<file path="src/rtl/wdog_pkg.sv">
package wdog_pkg;
   localparam int unsigned WD_DATA_W   = 8;
   localparam int unsigned WD_TO_W     = 6;
   localparam int unsigned WD_KICK_BIT = 6;
   localparam int unsigned WD_LOCK_BIT = 7;
   localparam int unsigned WD_PRESCALE = 1024;

   typedef enum logic [0:0] {
      TICK_INTERNAL = 1'b0,
      TICK_EXTERNAL = 1'b1
   } wd_tick_src_e;
endpackage

</file>
<file path="src/rtl/wdog_prescaler.sv">
module wdog_prescaler #(
   parameter int unsigned DIV = 1024
) (
   input  logic clk,
   input  logic rst_n,
   input  logic restart_i,
   output logic tick_o
);
   localparam int unsigned CNT_W = (DIV > 2) ? $clog2(DIV) : 1;
   localparam logic [CNT_W-1:0] LAST = CNT_W'(DIV - 1);

   logic [CNT_W-1:0] div_q;

   assign tick_o = (div_q == LAST);

   always_ff @(posedge clk or negedge rst_n) begin
      if (!rst_n) begin
         div_q <= '0;
      end else if (restart_i || tick_o) begin
         div_q <= '0;
      end else begin
         div_q <= div_q + 1'b1;
      end
   end


   tick_single_chk: assert property (@(posedge clk) disable iff (!rst_n)
      tick_o |=> !tick_o);
endmodule

</file>
<file path="src/rtl/wdog_cfg.sv">
module wdog_cfg #(
   parameter int unsigned DATA_W   = 8,
   parameter int unsigned TO_W     = 6,
   parameter int unsigned KICK_BIT = 6,
   parameter int unsigned LOCK_BIT = 7
) (
   input  logic              clk,
   input  logic              rst_n,
   input  logic              wr_en_i,
   input  logic [DATA_W-1:0] wr_data_i,
   output logic [TO_W-1:0]   to_next_o,
   output logic              kick_o
);
   logic [TO_W-1:0] to_q;
   logic            upd;

   assign upd       = wr_en_i && !wr_data_i[LOCK_BIT];
   assign to_next_o = upd ? wr_data_i[TO_W-1:0] : to_q;
   assign kick_o    = wr_en_i && wr_data_i[KICK_BIT];

   always_ff @(posedge clk or negedge rst_n) begin
      if (!rst_n) begin
         to_q <= '0;
      end else if (upd) begin
         to_q <= wr_data_i[TO_W-1:0];
      end
   end


   lock_hold_chk: assert property (@(posedge clk) disable iff (!rst_n)
      (wr_en_i && wr_data_i[LOCK_BIT]) |=> $stable(to_q));

   unlocked_store_chk: assert property (@(posedge clk) disable iff (!rst_n)
      (wr_en_i && !wr_data_i[LOCK_BIT]) |=> (to_q == $past(wr_data_i[TO_W-1:0])));
endmodule

</file>
<file path="src/rtl/wdog_count.sv">
module wdog_count #(
   parameter int unsigned TO_W = 6
) (
   input  logic            clk,
   input  logic            rst_n,
   input  logic            tick_i,
   input  logic            kick_i,
   input  logic [TO_W-1:0] load_i,
   output logic            fire_o,
   output logic            event_o
);
   localparam logic [TO_W-1:0] ONE = TO_W'(1);

   logic [TO_W-1:0] cnt_q;
   logic            run_q;
   logic            evt_q;
   logic            zero_to;

   assign zero_to = (load_i == '0);
   assign fire_o  = run_q && tick_i && !kick_i && !zero_to && (cnt_q == ONE);
   assign event_o = evt_q;

   always_ff @(posedge clk or negedge rst_n) begin
      if (!rst_n) begin
         cnt_q <= '0;
         run_q <= 1'b0;
         evt_q <= 1'b0;
      end else begin
         evt_q <= fire_o;
         if (kick_i && !zero_to) begin
            cnt_q <= load_i;
            run_q <= 1'b1;
         end else if (zero_to) begin
            cnt_q <= '0;
            run_q <= 1'b0;
         end else if (run_q && tick_i) begin
            cnt_q <= cnt_q - 1'b1;
            if (cnt_q == ONE) run_q <= 1'b0;
         end
      end
   end


   event_single_chk: assert property (@(posedge clk) disable iff (!rst_n)
      evt_q |=> !evt_q);

   idle_after_event_chk: assert property (@(posedge clk) disable iff (!rst_n)
      evt_q |-> (!run_q && cnt_q == '0));

   zero_stops_chk: assert property (@(posedge clk) disable iff (!rst_n)
      zero_to |=> !run_q);
endmodule

</file>
<file path="src/rtl/wdog_flag.sv">
module wdog_flag (
   input  logic clk,
   input  logic rst_n,
   input  logic set_i,
   input  logic rd_i,
   output logic flag_o
);
   logic flag_q;

   assign flag_o = flag_q;

   always_ff @(posedge clk or negedge rst_n) begin
      if (!rst_n) flag_q <= 1'b0;
      else        flag_q <= set_i || (flag_q && !rd_i);
   end


   flag_clear_chk: assert property (@(posedge clk) disable iff (!rst_n)
      (rd_i && !set_i) |=> !flag_q);

   flag_set_chk: assert property (@(posedge clk) disable iff (!rst_n)
      set_i |=> flag_q);
endmodule

</file>
<file path="src/rtl/wdog_timer.sv">
module wdog_timer #(
   parameter int unsigned DATA_W   = wdog_pkg::WD_DATA_W,
   parameter int unsigned TO_W     = wdog_pkg::WD_TO_W,
   parameter int unsigned KICK_BIT = wdog_pkg::WD_KICK_BIT,
   parameter int unsigned LOCK_BIT = wdog_pkg::WD_LOCK_BIT,
   parameter int unsigned PRESCALE = wdog_pkg::WD_PRESCALE,
   parameter bit          EXT_TICK = 1'b0
) (
   input  logic              clk,
   input  logic              rst_n,
   input  logic              wr_en,
   input  logic [DATA_W-1:0] wr_data,
   input  logic              flag_rd,
   input  logic              tick_ext,
   output logic              wdt_flag,
   output logic              wdt_event
);
   localparam wdog_pkg::wd_tick_src_e TICK_SRC =
      EXT_TICK ? wdog_pkg::TICK_EXTERNAL : wdog_pkg::TICK_INTERNAL;

   if (TO_W < 1 || TO_W > KICK_BIT || TO_W > LOCK_BIT)
      $fatal(1, "timeout field overlaps control bits");
   if (KICK_BIT >= DATA_W || LOCK_BIT >= DATA_W || KICK_BIT == LOCK_BIT)
      $fatal(1, "control bit positions invalid");
   if (PRESCALE < 2)
      $fatal(1, "prescale must be at least 2");

   logic [TO_W-1:0] to_next;
   logic            kick;
   logic            tick;
   logic            fire;

   wdog_cfg #(
      .DATA_W(DATA_W), .TO_W(TO_W), .KICK_BIT(KICK_BIT), .LOCK_BIT(LOCK_BIT)
   ) u_cfg (
      .clk(clk), .rst_n(rst_n), .wr_en_i(wr_en), .wr_data_i(wr_data),
      .to_next_o(to_next), .kick_o(kick)
   );

   if (TICK_SRC == wdog_pkg::TICK_EXTERNAL) begin : g_ext_tick
      assign tick = tick_ext;
   end else begin : g_int_tick
      logic unused_tick_ext;
      assign unused_tick_ext = tick_ext;
      wdog_prescaler #(.DIV(PRESCALE)) u_pre (
         .clk(clk), .rst_n(rst_n), .restart_i(kick), .tick_o(tick)
      );
   end

   wdog_count #(.TO_W(TO_W)) u_cnt (
      .clk(clk), .rst_n(rst_n), .tick_i(tick), .kick_i(kick),
      .load_i(to_next), .fire_o(fire), .event_o(wdt_event)
   );

   wdog_flag u_flag (
      .clk(clk), .rst_n(rst_n), .set_i(fire), .rd_i(flag_rd), .flag_o(wdt_flag)
   );


   event_flag_chk: assert property (@(posedge clk) disable iff (!rst_n)
      wdt_event |-> wdt_flag);

   flag_rise_chk: assert property (@(posedge clk) disable iff (!rst_n)
      $rose(wdt_flag) |-> wdt_event);
endmodule

</file>
<file path="config.mk">
export PLATFORM = sky130hd
export DESIGN_NAME = wdog_timer
export DESIGN_NICKNAME = d
export VERILOG_FILES = /design/src/rtl/wdog_pkg.sv /design/src/rtl/wdog_prescaler.sv /design/src/rtl/wdog_cfg.sv /design/src/rtl/wdog_count.sv /design/src/rtl/wdog_flag.sv /design/src/rtl/wdog_timer.sv
export SDC_FILE = /design/constraint.sdc
export NUM_CORES = 1
export LEC_CHECK = 0
export BUFFER_PORTS_ARGS = -buffer_cell sky130_fd_sc_hd__buf_2
export CORE_AREA = 2 2 50 52
export DETAILED_ROUTE_END_ITERATION = 10
export DIE_AREA = 0 0 52 54
export GPL_ROUTABILITY_DRIVEN = 0
export PLACE_DENSITY = 0.83
export SETUP_SLACK_MARGIN = 0.4
export SLEW_MARGIN = 20
export SYNTH_ARGS = -nofsm -noshare
export SYNTH_HDL_FRONTEND = slang
export SYNTH_HIERARCHICAL = 1
export SYNTH_SLANG_ARGS = --single-unit
</file>
<file path="constraint.sdc">
create_clock -name clk -period 5.25 [get_ports clk]
set_clock_uncertainty 0.1 [all_clocks]
set_input_delay 0.2625 -clock clk [delete_from_list [all_inputs] [get_ports clk]]
set_output_delay 0.2625 -clock clk [all_outputs]
set_load 0.02 [all_outputs]
</file>
==> metrics, run 1 <==
Num Clock Sinks=25; crit path kind=register to register; Routed WL=2.450 mm; worst-path cell chain=ha_1 > inv_1 > nor3_1 > and4bb_2 > a21oi_1 > a221oi_1; CTS tree=built; IO Count=15; Final Net Count=about 150; Die W=~52 um; area grow syn2layout=9.169%; # setup viols final=0; FF+latch count, synth=25; setup TNS=0 ns; later-pin clock latency in the skew report=about 0.31 ns; drc violations=0; Post-DRT Antenna Nets=0; largest area contributor in the netlist=dfrtp_1; final core occ=0.6165; initial antenna violation count=0; DR iter-0 viols=17; Synth cell types=42; Crit-path slowest cell=nor3_1; Final min period=2.316 ns; Worst-path clk slew=0.13 ns; Initial Util=0.5647; Post-CTS Setup Bufs=0; setup slack after layout=just under 3 ns; Max Cap Viol=0; fin crit share=0.4411; core area=0.002320 mm^2; DR WL/cell=roughly 15 um; global-route wire length before repair=4.029 mm; Crit. End Element=register; Buf+Inv Stages, Crit Path=1; maximum vdd drop=0.1878 mV; Hold Fails Final Rpt=0; RSZ-0062 raised after global routing=false; largest net degree at the start of global routing=26; flop2flop setup slack=~3 ns; htree depth=1; Total GRT Usage=0.1943; total power draw=0.4366 mW; Slew @ Worst Pin=0.6592 ns; pre-CTS setup slack=3.015 ns; WHS=0.09968 ns; Power Density=305.3 mW/mm^2; row count=18; DR pass1 iterations=5; syn avg cell area=10.83 um^2; Startpoint Class=register; Cells after Synth=121; CP max stage delay=0.58 ns; ant diodes=0; largest fanout on the critical path=7; die footprint=0.002808 mm^2; vias in the first global route=879; Post-synth top flop=dfrtp_1; Hold Path Class=input pin to register; fmax=approximately 0.43 GHz; final slew viol count=0; status=finished clean; Post-synth ARST share=1.000; via count=about 970; GRT overflow=0; CP top delay family=simple AND/OR/NAND/NOR gates; yosys synthesis warning count=6; total CTS buffers=3; relative slew slack=0.5572; Seq/Total Area, Yosys=0.4776; Post-synth EDFFs=0; Post-DP HPWL=1.814 mm; Netlist Area Pre-Place=0.001310 mm^2; Die Y=54 um; leakage=0.6387 nW; clk buf depth=2; layout cell share with drive strength beyond 1=0.2353; syn nets=137; crit path DAT=2.43 ns; Yosys top cell area share=0.4776; Area contributors post-synth=dfrtp_1, mux2_4, ha_1; I/O Buffers=13; Root Buffer=clkbuf_4; CP Data Required Time=5.36 ns; ratio of routed vias to standard cells=5.825
## kinds of logic after synthesis
group                      after synthesis  synth area share
and+or+nand+nor                         45            0.2130
muxes                                    7           0.07737
AOI/OAI and AO/OA                       24            0.1299
xor gates and xnor gates                 5           0.03343
adders and majority gates                3           0.02866
DFF                                     25            0.4776
buffers and inverters                   12           0.04011
## path summary, 6_finish.rpt
check	startpoint	end	cells after the start
max	g_int_tick.u_pre/div_q[0]	u_cnt/cnt_q[3]	6
min	wr_data[0]	u_cfg/to_q[0]	2
max reg2reg	g_int_tick.u_pre/div_q[0]	u_cnt/cnt_q[3]	6
min reg2reg	u_flag/flag_o	u_flag/flag_o	1
max in group asynchronous	rst_n	u_cnt/cnt_q[5]	2
min in group asynchronous	rst_n	g_int_tick.u_pre/div_q[5]	2
## Yosys cell counts (all sizes together) (2+ instances only)
library cell,n
clkbuf,2
dfrtp,25
a31oi,2
nor3,5
or3,3
nand4,2
xor2,3
xnor2,2
o31ai,3
a221oi,2
ha,3
mux2,7
o21ai,2
nand2,10
a211oi,2
nor2,10
a21oi,5
inv,9
or4,2
nand3,5
## per-stage QoR
stage               std cells  area [um^2]
floorplan                 121         1310
global placement          161         1394
detailed placement        161         1394
CTS                       166         1430
global route              166         1430
finish                    166         1430
## final cells by class
| cell class | instances | area [um^2] |
|---|---|---|
| timing repair buffer | 14 | 75.07 |
| clock buffer | 4 | 26.28 |
| fill | 200 | 889.6 |
| tap | 30 | 37.54 |
| sequential | 25 | 625.6 |
| multi-input combinational | 84 | 631.9 |
| inverter | 9 | 33.78 |
## registers in the layout (all words and copies together) (netlist names)
register                flops
g_int_tick.u_pre/div_q     10
u_cnt/event_o               1
u_cnt/run_q                 1
u_flag/flag_o               1
u_cnt/cnt_q                 6
u_cfg/to_q                  6
## where the power goes
| part | switching (mW) | internal, mW | total, mW |
|---|---|---|---|
| logic | 0.0502 | 0.0450 | 0.0951 |
| clock network | 0.0546 | 0.0296 | 0.0842 |
| registers | 0.0344 | 0.223 | 0.257 |
| total | 0.139 | 0.297 | 0.437 |
## timing repair
action                     4_1_cts  5_1_grt
resized for setup                0        0
hold endpoints to repair        25        0
setup endpoints to repair        0        0
hold buffers                     1        0
## cells in the final DEF (no fill, tap or decap), types with 4 or more instances in the layout
cell type,synthesis,layout
a21oi_1,5,5
buf_2,0,13
dfrtp_1,25,25
inv_1,9,9
mux2_4,6,6
nand2_1,10,10
nand3_1,5,5
nor2_1,10,10
nor3_1,4,4
## routing by layer
metal / wire, um / global-route usage / vias up
met2: 1221 / 0.3165 / 31
met4: 12 / 0.06579 / 0
met1: 1111 / 0.2682 / 465
met3: 105 / 0.02500 / 2
met5: 0 / 0 / -
li1: - / - / 469
Power figures use the tool's default switching activity.
==> run 2, diff against run 1 <==
--- a/config.mk
+++ b/config.mk
@@ -6,11 +6,11 @@
 export NUM_CORES = 1
 export LEC_CHECK = 0
 export BUFFER_PORTS_ARGS = -buffer_cell sky130_fd_sc_hd__buf_2
-export CORE_AREA = 2 2 50 52
+export CORE_AREA = 2 2 52 54
 export DETAILED_ROUTE_END_ITERATION = 10
-export DIE_AREA = 0 0 52 54
+export DIE_AREA = 0 0 54 56
 export GPL_ROUTABILITY_DRIVEN = 0
-export PLACE_DENSITY = 0.83
+export PLACE_DENSITY = 0.78
 export SETUP_SLACK_MARGIN = 0.4
 export SLEW_MARGIN = 20
 export SYNTH_ARGS = -nofsm -noshare
==> constraint.sdc (replaced) <==
create_clock -name clk -period 2.3 [get_ports clk]
set_clock_uncertainty 0.1 [all_clocks]
set_input_delay 0.115 -clock clk [delete_from_list [all_inputs] [get_ports clk]]
set_output_delay 0.115 -clock clk [all_outputs]
set_load 0.02 [all_outputs]
==> metrics, run 2 (synthesis results as in run 1) <==
biggest regs=g_int_tick.u_pre/div_q: 10 flops, u_cfg/to_q: 6 flops, u_cnt/cnt_q: 6 flops; later-pin clock latency in the skew report=0.32 ns (about the same); RSZ-0062 raised after global routing=true; fin crit share=0.8205 (+0.3794); I/O Buffers=13 (unchanged); crit path kind=register to register; WHS Path Cells=3 (+1); fmax=0.5299 GHz (+23%); core area=0.002432 mm^2 (+4.9%); initial antenna violation count=0 (unchanged); DR pass1 iterations=6 (+1); GRT overflow=0 (unchanged); Final min period=1.887 ns (-0.4284 ns); relative slew slack=0.6202 (+0.06301); Die Y=56 um (+3.7%); most frequent cells in the layout=dfrtp_1, buf_2, nor2_1; Routed WL=2.773 mm (+13%); CP Data Required Time=2.38 ns (-2.98 ns); most common cell after layout, fill and taps aside=dfrtp_1; Post-DP HPWL=1.697 mm (-6.5%); largest fanout on the critical path=2 (-5); htree depth=1 (unchanged); row count=18 (unchanged); Post-DRT Antenna Nets=0 (unchanged); Worst-path clk slew=0.14 ns (about the same); status=finished clean; ant diodes=0 (unchanged); Root Buffer=clkbuf_4; Hold Fails Final Rpt=0 (unchanged); Startpoint Class=register; Final Net Count=167 (+9.2%); Power Density=660.3 mW/mm^2 (+120%); die footprint=0.003024 mm^2 (+7.7%); Max Cap Viol=0 (unchanged); pre-CTS setup slack=0.2655 ns (-2.749 ns); Slew @ Worst Pin=0.5697 ns (-0.08944 ns); clk buf depth=2 (unchanged); # setup viols final=0 (unchanged); ratio of routed vias to standard cells=5.756 (-1.2%); fin area=0.001617 mm^2 (+13%); max FFs per register=10 (unchanged); area grow syn2layout=23.40%; via count=1,036 (+7.1%); crit path DAT=1.97 ns (-0.46 ns); setup TNS=0 ns (unchanged); Num Clock Sinks=25 (unchanged); Crit. End Element=register; global-route wire length before repair=4.229 mm (+5.0%); largest net degree at the start of global routing=26 (unchanged); total power draw=1.067 mW (+140%); r2r worst-path depth=5 (-1); total CTS buffers=3 (unchanged); setup slack after layout=0.4129 ns (-2.522 ns); layout cell share with drive strength beyond 1=0.3267 (+0.09137); Hold Path Class=input pin to register; Placed Area=0.001399 mm^2 (+0.36%); largest reg by FF count=g_int_tick.u_pre/div_q; Initial Util=0.5386 (-0.02614); Total GRT Usage=0.1866 (-0.007638); DR iter-0 viols=24 (+7); vias in the first global route=925 (+5.2%); final slew viol count=0 (unchanged); leakage=0.7263 nW (+14%); CTS tree=built; maximum vdd drop=0.4199 mV (+120%); Die W=54 um (+3.8%); DR WL/cell=15.41 um (+4.4%); IO Count=15 (unchanged); drc violations=0 (unchanged)
run 2: cell types whose count changed in the layout (fill, tap and decap cells not counted), sizes merged:
| cell | delta |
|---|---|
| buf | +8 |
| dlygate4sd3 | +6 |
run 2: where the power goes:
part / switching, mW / total (mW) / internal, mW
Sequential: 0.0812 / 0.592 / 0.510
Combinational: 0.135 / 0.279 / 0.144
Clock: 0.129 / 0.197 / 0.0678
Total: 0.345 / 1.07 / 0.722
run 2: final timing paths:
kind | start | end | slack (ns)
worst max-delay path | u_cfg/to_q[1] | u_cnt/cnt_q[4] | 0.41
worst min-delay path | wr_data[1] | u_cfg/to_q[1] | 0.05
worst max register to register | u_cfg/to_q[1] | u_cnt/cnt_q[4] | 0.41
worst min register to register | u_flag/flag_o | u_flag/flag_o | 0.38
max in group asynchronous | rst_n | g_int_tick.u_pre/div_q[2] | 1.48
min in group asynchronous | rst_n | u_cnt/cnt_q[3] | 0.20
run 2: worst max-delay path, stage by stage, from the launching register on:
cell and delay [ns]:
dfrtp_1 0.39, mux2_4 0.26, or4_4 0.56, buf_4 0.17, nor4_4 0.17, a221oi_1 0.10
run 2: area by class of cell:
class | instances | area [um^2]
clock buffer | 4 | 26.28
fill | 202 | 815.8
inverter | 9 | 33.78
multi-input combinational | 84 | 693.2
tap | 30 | 37.54
timing repair buffer | 28 | 198.9
sequential | 25 | 626.9
run 2: timing repair:
| action | 4_1_cts | 5_1_grt |
|---|---|---|
| buffers inserted | 6 | 2 |
| pin swaps | 4 | 5 |
| hold buffers | 7 | 0 |
| setup endpoints to repair | 7 | 8 |
| endpoints found under the hold margin | 31 | 0 |
| resized for setup | 3 | 9 |
run 2: per-stage QoR:
step	utilization	std cells	hold slack, ns
global route	0.6646	180	0.04873
CTS	0.6389	178	0.03778
global placement	0.5751	161	0.02971
floorplan	-	121	-0.2806
finish	0.6646	180	0.05174
detailed placement	0.5751	161	0.03433
run 2: layer usage:
metal	vias up	track usage	part of all wire
li1	496	-	-
met1	518	0.2534	0.46
met2	18	0.3049	0.50
met3	4	0.02419	0.025
met4	0	0.05357	0.011
met5	-	0	0
